$ cat src/rtl/cwd_pkg.sv
`timescale 1ns/1ps
package cwd_pkg;
  localparam int unsigned SEL_W  = 3;
  localparam int unsigned OP_W   = 5;
  localparam int unsigned CTRL_W = 3 * SEL_W + OP_W;

  typedef enum logic [OP_W-1:0] {
    OP_PASS = 5'b00000,
    OP_INC  = 5'b00001,
    OP_ADD  = 5'b00010,
    OP_SUB  = 5'b00101,
    OP_DEC  = 5'b00110,
    OP_AND  = 5'b01000,
    OP_OR   = 5'b01010,
    OP_XOR  = 5'b01100,
    OP_NOT  = 5'b01110,
    OP_SHR  = 5'b10000,
    OP_SHL  = 5'b11000
  } alu_op_e;

  typedef struct packed {
    logic [SEL_W-1:0] src_a;
    logic [SEL_W-1:0] src_b;
    logic [SEL_W-1:0] dst;
    logic [OP_W-1:0]  op;
  } ctrl_word_t;

  typedef struct packed {
    logic c;
    logic s;
    logic z;
    logic v;
  } flags_t;
endpackage

$ cat src/rtl/cwd_regfile.sv
`timescale 1ns/1ps
module cwd_regfile #(
  parameter int unsigned DATA_W = 8,
  parameter int unsigned SEL_W  = 3
) (
  input  logic              clk_i,
  input  logic              rst_ni,
  input  logic [SEL_W-1:0]  wr_sel_i,
  input  logic [DATA_W-1:0] wr_data_i,
  input  logic [SEL_W-1:0]  rd_a_sel_i,
  input  logic [SEL_W-1:0]  rd_b_sel_i,
  input  logic [DATA_W-1:0] ext_i,
  output logic [DATA_W-1:0] rd_a_o,
  output logic [DATA_W-1:0] rd_b_o
);
  localparam int unsigned NSLOT = 1 << SEL_W;

  logic [DATA_W-1:0] regs [1:NSLOT-1];

  // slot 0 is the external bus; only slots 1..NSLOT-1 hold state
  for (genvar g = 1; g < NSLOT; g++) begin : g_reg
    always_ff @(posedge clk_i or negedge rst_ni) begin
      if (!rst_ni)                       regs[g] <= '0;
      else if (wr_sel_i == SEL_W'(g))    regs[g] <= wr_data_i;
    end
  end

  always_comb begin
    rd_a_o = (rd_a_sel_i == '0) ? ext_i : regs[rd_a_sel_i];
    rd_b_o = (rd_b_sel_i == '0) ? ext_i : regs[rd_b_sel_i];
  end
endmodule

$ cat src/rtl/cwd_alu.sv
`timescale 1ns/1ps
module cwd_alu
  import cwd_pkg::*;
#(
  parameter int unsigned DATA_W = 8
) (
  input  logic [DATA_W-1:0] a_i,
  input  logic [DATA_W-1:0] b_i,
  input  logic [OP_W-1:0]   op_i,
  output logic [DATA_W-1:0] res_o,
  output flags_t            flags_o,
  output logic              op_ok_o
);
  logic [DATA_W-1:0] add_y;
  logic              add_ci;
  logic              use_add;
  logic [DATA_W-1:0] lo;
  logic [1:0]        hi;
  logic [DATA_W-1:0] sum;
  logic              c_msb_in;
  logic              c_out;
  logic              sh_c;

  // operand steering for the shared adder
  always_comb begin
    add_y   = '0;
    add_ci  = 1'b0;
    use_add = 1'b1;
    case (op_i)
      OP_INC: begin add_y = '0;  add_ci = 1'b1; end
      OP_ADD: begin add_y = b_i; add_ci = 1'b0; end
      OP_SUB: begin add_y = ~b_i; add_ci = 1'b1; end
      OP_DEC: begin add_y = '1;  add_ci = 1'b0; end
      default: use_add = 1'b0;
    endcase
  end

  // split adder exposes the carry into the MSB
  assign lo       = {1'b0, a_i[DATA_W-2:0]} + {1'b0, add_y[DATA_W-2:0]} + DATA_W'(add_ci);
  assign c_msb_in = lo[DATA_W-1];
  assign hi       = {1'b0, a_i[DATA_W-1]} + {1'b0, add_y[DATA_W-1]} + {1'b0, c_msb_in};
  assign c_out    = hi[1];
  assign sum      = {hi[0], lo[DATA_W-2:0]};

  always_comb begin
    res_o   = '0;
    sh_c    = 1'b0;
    op_ok_o = 1'b1;
    case (op_i)
      OP_PASS: res_o = a_i;
      OP_INC, OP_ADD, OP_SUB, OP_DEC: res_o = sum;
      OP_AND:  res_o = a_i & b_i;
      OP_OR:   res_o = a_i | b_i;
      OP_XOR:  res_o = a_i ^ b_i;
      OP_NOT:  res_o = ~a_i;
      OP_SHR:  begin res_o = {1'b0, a_i[DATA_W-1:1]}; sh_c = a_i[0]; end
      OP_SHL:  begin res_o = {a_i[DATA_W-2:0], 1'b0}; sh_c = a_i[DATA_W-1]; end
      default: op_ok_o = 1'b0;
    endcase
  end

  always_comb begin
    flags_o.c = use_add ? c_out : sh_c;
    flags_o.v = use_add & (c_out ^ c_msb_in);
    flags_o.s = res_o[DATA_W-1];
    flags_o.z = (res_o == '0);
  end
endmodule

$ cat src/rtl/cwd_status.sv
`timescale 1ns/1ps
module cwd_status
  import cwd_pkg::*;
(
  input  logic   clk_i,
  input  logic   rst_ni,
  input  logic   upd_i,
  input  flags_t flags_i,
  output flags_t flags_o
);
  always_ff @(posedge clk_i or negedge rst_ni) begin
    if (!rst_ni)    flags_o <= '0;
    else if (upd_i) flags_o <= flags_i;
  end
endmodule

$ cat src/rtl/cw_datapath.sv
`timescale 1ns/1ps
module cw_datapath
  import cwd_pkg::*;
#(
  parameter int unsigned DATA_W = 8
) (
  input  logic              clk_i,
  input  logic              rst_ni,
  input  logic [13:0]       ctrl_i,
  input  logic [DATA_W-1:0] data_i,
  output logic [DATA_W-1:0] result_o,
  output logic              carry_o,
  output logic              sign_o,
  output logic              zero_o,
  output logic              ovf_o
);
  ctrl_word_t        cw;
  logic [DATA_W-1:0] bus_a;
  logic [DATA_W-1:0] bus_b;
  logic [DATA_W-1:0] alu_res;
  flags_t            alu_flags;
  flags_t            flags_q;
  logic              op_ok;

  assign cw = ctrl_word_t'(ctrl_i[CTRL_W-1:0]);

  cwd_regfile #(.DATA_W(DATA_W), .SEL_W(SEL_W)) u_rf (
    .clk_i      (clk_i),
    .rst_ni     (rst_ni),
    .wr_sel_i   (cw.dst),
    .wr_data_i  (alu_res),
    .rd_a_sel_i (cw.src_a),
    .rd_b_sel_i (cw.src_b),
    .ext_i      (data_i),
    .rd_a_o     (bus_a),
    .rd_b_o     (bus_b)
  );

  cwd_alu #(.DATA_W(DATA_W)) u_alu (
    .a_i     (bus_a),
    .b_i     (bus_b),
    .op_i    (cw.op),
    .res_o   (alu_res),
    .flags_o (alu_flags),
    .op_ok_o (op_ok)
  );

  cwd_status u_flags (
    .clk_i   (clk_i),
    .rst_ni  (rst_ni),
    .upd_i   (op_ok),
    .flags_i (alu_flags),
    .flags_o (flags_q)
  );

  assign result_o = alu_res;
  assign carry_o  = flags_q.c;
  assign sign_o   = flags_q.s;
  assign zero_o   = flags_q.z;
  assign ovf_o    = flags_q.v;
endmodule

$ cat config.mk
export PLATFORM = sky130hd
export DESIGN_NAME = cw_datapath
export DESIGN_NICKNAME = d
export VERILOG_FILES = /design/src/rtl/cwd_pkg.sv /design/src/rtl/cwd_regfile.sv /design/src/rtl/cwd_alu.sv /design/src/rtl/cwd_status.sv /design/src/rtl/cw_datapath.sv
export SDC_FILE = /design/constraint.sdc
export NUM_CORES = 1
export LEC_CHECK = 0
export BUFFER_PORTS_ARGS = -buffer_cell sky130_fd_sc_hd__buf_2
export CORE_MARGIN = 2
export CORE_UTILIZATION = 56
export CTS_CLUSTER_DIAMETER = 40
export DETAILED_ROUTE_END_ITERATION = 8
export HOLD_SLACK_MARGIN = 0.05
export PLACE_DENSITY = 0.77
export SLEW_MARGIN = 10
export SYNTH_ARGS = -nofsm -noshare
export SYNTH_HDL_FRONTEND = slang
export SYNTH_SLANG_ARGS = --single-unit
export TNS_END_PERCENT = 100
$ cat constraint.sdc
create_clock -name clk_i -period 12.9 [get_ports clk_i]
set_input_delay 3.87 -clock clk_i [delete_from_list [all_inputs] [get_ports clk_i]]
set_output_delay 3.87 -clock clk_i [all_outputs]
set_load 0.005 [all_outputs]
==> reports/qor.yml, run 1 <==
run_status:
  status: "complete, no violations"
critical_path:
  end_kind: "primary output"
  reg2regPathDepth: 17
  r2r-end: "u_flags.flags_o[1]"
  cp.depth: 18
  critPathLaunch: "ctrl_i[8]"
  timing.rr.start: "u_rf.regs[1]"
  path_class: "primary input to primary output"
  crit_chain: "buf_2, mux4_2, mux2i_1, inv_1, o21ai_0, a21oi_1, ha_1, o21a_1, o31ai_1, a211oi_1, o21ai_0, nand2_1, fa_1, nand3_1, nand4_1, nor3_4, inv_1, buf_2"
  cp.required_ns: 9.03
  crit_buf_inv: 4
  cpLargestDelayFamily: "compound AO/OA/AOI/OAI gates"
  critPathMaxStageDelay_ns: 0.55
  start_kind: "primary input"
  arrival_ns: 8.02
  slowest_stage: "mux4_2"
  path_max_fanout: 15
  r2r_slack_ns: 8.47
  endpoint: "result_o[7]"
placed_design:
  dp_slack_ns: 1.06
  hpwlAfterDp_um: 8410
  dp_cells: 558
  gp_congestion: 1.01
  place_area_sq_um: 4710
  portBuffers: 35
synth:
  yosys.area_share.simple_pct: 16.0
  synth_compound_area_share_pct: 14.5
  yosys_register_bits: 60
  yosysWarnings: 0
  syn_area_per_cell_sq_um: 10.1
  synth.mux.area_fraction_pct: 22.3
  synth_xor_area_share_pct: 0.771
  syn-instance-count: 449
  async_flop_share_pct: 100
  synth_top_family_by_area: "multiplexers"
  syn-cell-area_sq_um: 4540
  synth.net_count: 498
  synth_fa_ha_area_share_pct: 7.38
  yosysSeqAreaShare_pct: 33.0
  synth_top_flop_cell: "dfrtp_1"
  synth_cell_types: 56
  synth_edf_count: 0
routing:
  drtIter0Drc: 269
  remaining_drc_errors: 0
  routed_via_density: 6.46
  routed_wl_um: 11600
  routedWlPerCell_um: 20.3
  drtAntennaViolNets: 0
  dr_total_vias: 3699
  drtPass1Iterations: 5
floorplan:
  die_w_um: 94.1
  dieArea_sq_um: 8850
  num_rows: 32
  initial_utilization_pct: 58.2
  die_h_um: 94.1
  io_pins: 36
  core_sq_um: 7810
sta:
  holdWs_ns: 0.493
  fin_crit_sh_pct: 92.1
  finalHoldViolCount: 0
  min_period_ns: 11.89
  setup_viol: 0
  tns_ns: 0
  worst_slew_pin_slew_ns: 1.10
  final_max_slew_viol_count: 0
  fmax_mhz: 84.1
  skew_ns: 0.00902
  fin_ws_ns: 1.01
  slew_headroom_pct: 26.1
  rsz0062_at_grt: "false"
global_route:
  grt_max_degree: 61
  antenna_found_initial: 0
  overflow: 0
  grt_pass1_wl_um: 18700
  grt_usage_pct: 28.2
  grt_pass1_vias: 3555
cts:
  cts_setup_buffers: 0
  clk_path_buf_depth: 2
  cts_hold_buf: 0
  clk_latency_ns: 0.35
  path_clk_slew_ns: 0.07
  post_cts_resized: 0
  clock_sinks: 60
  cts-root-buf: "clkbuf_8"
  cts-buffers-inserted: 9
  cts_tree: "built"
  htree_levels: 3
power:
  p_leak_nw: 2.23
  p_total_mw: 0.669
  power_density_nw_per_um2: 137
  peakVddDrop_uv: 109
layout:
  post-route-util_pct: 62.8
  stdcell_count: 573
  nets: 516
  postLayoutCellArea_sq_um: 4900
  syn2layout_area_growth_pct: 7.85
  fillers: 635
  drive_gt1_share_pct: 23.1
  antenna_cells: 0
hold_path:
  min_from: "u_flags.flags_o[0]"
  worstHoldPathType: "register to register"
job:
  maxCapViolations: 0
-- placed cells by master (no fill, tap or decap), types with 3 or more instances in the layout --
master,n
clkbuf_8,10
nand3b_1,5
mux4_2,30
o21ai_1,7
nand3_1,14
fa_1,3
a21oi_1,39
mux2i_4,6
nor3b_2,3
ha_1,22
o21ai_0,36
nand2_1,49
and2_1,4
nor2b_1,5
dfrtp_1,60
nor2_1,34
a211oi_1,3
nor3_2,4
o22ai_1,5
inv_1,26
or4_1,3
mux2i_1,11
buf_2,35
clkinv_2,3
nor4_1,4
nand4_1,5
-- power by group --
part / switching [mW] / leakage [nW] / internal [mW] / total [mW]
Sequential: 0.0346 / 0.759 / 0.229 / 0.264
Combinational: 0.134 / 1.37 / 0.107 / 0.241
Clock: 0.0727 / 0.0979 / 0.0922 / 0.165
-- cell usage after synthesis (3+ instances only) --
cell	number	share of area, %
mux4_2	30	15
nor2b_1	5	0.69
mux2i_4	6	3.0
and2_1	4	0.55
buf_6	3	0.74
nor3b_1	4	0.66
o21ai_1	7	0.77
buf_4	3	0.50
clkbuf_1	20	1.7
nand3_1	14	1.5
nor4_1	4	0.55
a21oi_1	39	4.3
a211oi_1	3	0.50
ha_1	22	6.1
o22ai_1	5	0.69
o21ai_0	36	4.0
or4_1	3	0.50
nand3b_1	5	0.83
nor2_1	34	2.8
dfrtp_1	60	33
nand4_1	5	0.69
fa_1	3	1.3
inv_1	26	2.1
nor3_2	4	0.88
nand2_1	49	4.0
mux2i_1	11	2.4
-- worst min path at each step --
stage	to	slack [ns]	cells after the start
after global placement	u_flags.flags_o[1]	0.46	2
after global routing	u_flags.flags_o[0]	0.51	2
final	u_flags.flags_o[0]	0.49	2
after floorplan	u_rf.regs[8]	0.46	2
after detailed placement	u_flags.flags_o[0]	0.48	2
after CTS	u_flags.flags_o[0]	0.50	2
-- logic make-up (layout without fill, tap and decap cells) --
| group | after synthesis | count (layout) |
|---|---|---|
| simple gates | 140 | 140 |
| compound gates | 110 | 110 |
| flops | 60 | 60 |
| buf+inv | 58 | 80 |
| mux | 52 | 52 |
| fa+ha+maj | 25 | 25 |
| xor+xnor | 4 | 4 |
-- sequential cells by signal, summed over array words and instances, names as in the netlist --
register         flops
u_flags.flags_o      4
u_rf.regs           56
-- worst reg2reg max path: cells and delay by family (launching register included) --
kind / cells / cell delay [ns]
multiplexers: 2 / 0.72
AND/OR/NAND/NOR: 6 / 1.03
buffers and inverters: 1 / 0.09
AO/OA/AOI/OAI: 6 / 1.33
flip-flops: 1 / 0.42
adder cells (fa/ha/maj): 2 / 0.75
-- layout make-up --
class | instances | area, sq um | area share, %
Multi-Input combinational cell | 331 | 2790 | 56.8
Sequential cell | 60 | 1500 | 30.6
Timing Repair Buffer | 36 | 183 | 3.73
Clock buffer | 10 | 138 | 2.81
Tap cell | 102 | 128 | 2.60
Inverter | 29 | 114 | 2.32
Clock inverter | 5 | 52.6 | 1.07
-- metal layers --
metal  global-route usage, %  part of all wire [%]  vias up
li1                        -                     -     1679
met1                    38.6                    42     1848
met2                    44.8                    48      152
met3                    5.70                   7.3       20
met4                    10.6                   2.2        0
met5                       0                     0        -
No activity file was read; power rests on OpenSTA's default activity.
==> run 2: changes to the inputs <==
- RECOVER_POWER: not set -> 25
- REMOVE_ABC_BUFFERS: not set -> 1
==> reports/qor.yml, run 2 (synthesis results as in run 1) <==
cts:
  clk_latency_ns: 0.35  # about the same
  cts_hold_buf: 0  # unchanged
  post_cts_resized: 0  # unchanged
  clk_path_buf_depth: 2  # unchanged
  clock_sinks: 60  # unchanged
  cts_tree: "built"  # unchanged
  cts-buffers-inserted: 9  # unchanged
  htree_levels: 3  # unchanged
  path_clk_slew_ns: 0.07  # about the same
  cts-root-buf: "clkbuf_8"  # unchanged
  cts_setup_buffers: 0  # unchanged
sta:
  fmax_mhz: 83.8  # was 84.1 MHz
  skew_ns: 0.00525  # was 0.00902 ns
  holdWs_ns: 0.493  # about the same
  fin_crit_sh_pct: 92.5  # was 92.1%
  worst_slew_pin_slew_ns: 3.16  # was 1.10 ns
  tns_ns: 0  # unchanged
  slew_headroom_pct: -111  # was 26.1%
  rsz0062_at_grt: "false"  # unchanged
  finalHoldViolCount: 0  # unchanged
  setup_viol: 0  # unchanged
  min_period_ns: 11.93  # was 11.89 ns
  final_max_slew_viol_count: 61  # was 0
critical_path:
  timing.rr.start: "u_rf.regs[1]"  # unchanged
  slowest_stage: "mux4_2"  # unchanged
  reg2regPathDepth: 17  # unchanged
  end_kind: "primary output"  # unchanged
  cp.required_ns: 9.03  # about the same
  path_class: "primary input to primary output"  # unchanged
  critPathLaunch: "ctrl_i[9]"  # was ctrl_i[8]
  start_kind: "primary input"  # unchanged
  endpoint: "result_o[7]"  # unchanged
  cp.depth: 18  # unchanged
  r2r-end: "u_flags.flags_o[1]"  # unchanged
  arrival_ns: 8.06  # was 8.02 ns
  crit_buf_inv: 4  # unchanged
  path_max_fanout: 16  # was 15
  critPathMaxStageDelay_ns: 0.57  # was 0.55 ns
  r2r_slack_ns: 8.41  # was 8.47 ns
  crit_chain: "buf_2, mux4_2, mux2i_1, inv_1, o21ai_0, a21oi_1, ha_1, nor2b_1, o31ai_1, a211oi_1, o21ai_0, nand2_1, fa_1, nand3_1, nand4_1, nor3_4, inv_1, buf_2"  # was buf_2, mux4_2, mux2i_1, inv_1, o21ai_0, a21oi_1, ha_1, o21a_1, o31ai_1, a211oi_1, o21ai_0, nand2_1, fa_1, nand3_1, nand4_1, nor3_4, inv_1, buf_2
  cpLargestDelayFamily: "compound AO/OA/AOI/OAI gates"  # unchanged
routing:
  drtAntennaViolNets: 0  # unchanged
  remaining_drc_errors: 0  # unchanged
  drtIter0Drc: 324  # was 269
  routed_wl_um: 12000  # was 11600 um
  drtPass1Iterations: 5  # unchanged
  routedWlPerCell_um: 20.9  # was 20.3 um
  dr_total_vias: 3787  # was 3699
  routed_via_density: 6.60  # was 6.46
run_status:
  violations: "max-capacitance violations, max-slew violations"
  status: "finished with violations"  # was complete, no violations
layout:
  top_register: "u_rf.regs"  # unchanged
  final_cell_mix: "60 x dfrtp_1, 49 x nand2_1, 39 x a21oi_1"  # unchanged
  drive_gt1_share_pct: 23.1  # about the same
  syn2layout_area_growth_pct: 8.54  # was 7.85%
  antenna_cells: 0  # unchanged
  mostFrequentLayoutCell: "dfrtp_1"  # unchanged
  post-route-util_pct: 63.2  # was 62.8%
  nets: 516  # unchanged
  largest_register_ffs: 56  # unchanged
  reg_top3: "u_rf.regs (56), u_flags.flags_o (4)"  # unchanged
global_route:
  antenna_found_initial: 0  # unchanged
  grt_use_met2_pct: 48.1  # was 44.8%
  grt_usage_pct: 28.8  # was 28.2%
  busiest_layer: "met2"  # unchanged
  grt_pass1_vias: 3827  # was 3555
  overflow: 0  # unchanged
  grt_pass1_wl_um: 19300  # was 18700 um
  met1_usage_pct: 38.3  # was 38.6%
  grt.met3_usage_pct: 4.90  # was 5.70%
  grt_max_degree: 61  # unchanged
job:
  maxCapViolations: 1  # was 0
floorplan:
  num_rows: 32  # unchanged
  initial_utilization_pct: 58.2  # unchanged
  dieArea_sq_um: 8850  # unchanged
  die_h_um: 94.1  # unchanged
  die_w_um: 94.1  # unchanged
  core_sq_um: 7810  # unchanged
  io_pins: 36  # unchanged
power:
  p_leak_nw: 2.23  # about the same
  power_density_nw_per_um2: 142  # was 137 nW/um^2
  peakVddDrop_uv: 105  # was 109 uV
hold_path:
  hold-path-cell-count: 2  # unchanged
  worstHoldPathType: "register to register"  # unchanged
placed_design:
  hpwlAfterDp_um: 8340  # was 8410 um
  portBuffers: 35  # unchanged
  gp_congestion: 0.933  # was 1.01
## run 2: cell types whose count changed in the layout (fill, tap and decap cells not counted), sizes merged
cell / before / now
clkbuf: 10 / 11
clkinvlp: 1 / 3
clkinv: 4 / 2
bufinv: 1 / 2
buf: 36 / 35
## run 2: cell type report
class                   count  area, sq um
well taps                 102          128
multi-input cells         331         2790
fillers                   619         2880
repair buffers             36          179
clock buffers              10          138
inverters                  29          114
flip-flops and latches     60         1500
clock inverters             6         87.6
## run 2: worst min path at each step
stage | to | from | slack [ns]
after floorplan | u_rf.regs[8] | u_rf.regs[8] | 0.46
after global placement | u_flags.flags_o[1] | u_flags.flags_o[1] | 0.46
after detailed placement | u_flags.flags_o[1] | u_flags.flags_o[1] | 0.47
after CTS | u_flags.flags_o[1] | u_flags.flags_o[1] | 0.49
after global routing | u_flags.flags_o[1] | u_flags.flags_o[1] | 0.50
final | u_flags.flags_o[1] | u_flags.flags_o[1] | 0.49
## run 2: stage by stage
stage | worst slack [ns] | cells | area (sq um) | total power [mW]
floorplan | 2.04 | 420 | 4390 | 0.425
global placement | 1.21 | 558 | 4710 | 0.491
detailed placement | 1.02 | 558 | 4710 | 0.507
CTS | 1.02 | 574 | 4940 | 0.700
global route | 0.541 | 574 | 4930 | 0.738
finish | 0.966 | 574 | 4930 | 0.702
## run 2: power breakdown
part           total [mW]  leakage (nW)  switching, mW  internal [mW]
clock               0.192         0.105         0.0785          0.113
combinational       0.246          1.37          0.139          0.107
sequential          0.264         0.759         0.0347          0.229
## run 2: worst reg2reg max path: stages (launching register included)
cell and delay, ns:
dfrtp_1 0.42, mux4_2 0.48, mux2i_1 0.27, inv_1 0.10
o21ai_0 0.16, a21oi_1 0.12, ha_1 0.27, nor2b_1 0.14
o31ai_1 0.35, a211oi_1 0.12, o21ai_0 0.33, nand2_1 0.14
fa_1 0.47, nand3_1 0.08, nand4_1 0.13, nor3_4 0.38
nand3_1 0.14, o41ai_2 0.29
## run 2: metal layers
layer	vias to the layer above	routed length, um
met5	-	0
met3	33	957
met4	0	279
met1	1880	4760
met2	195	6000
li1	1679	-
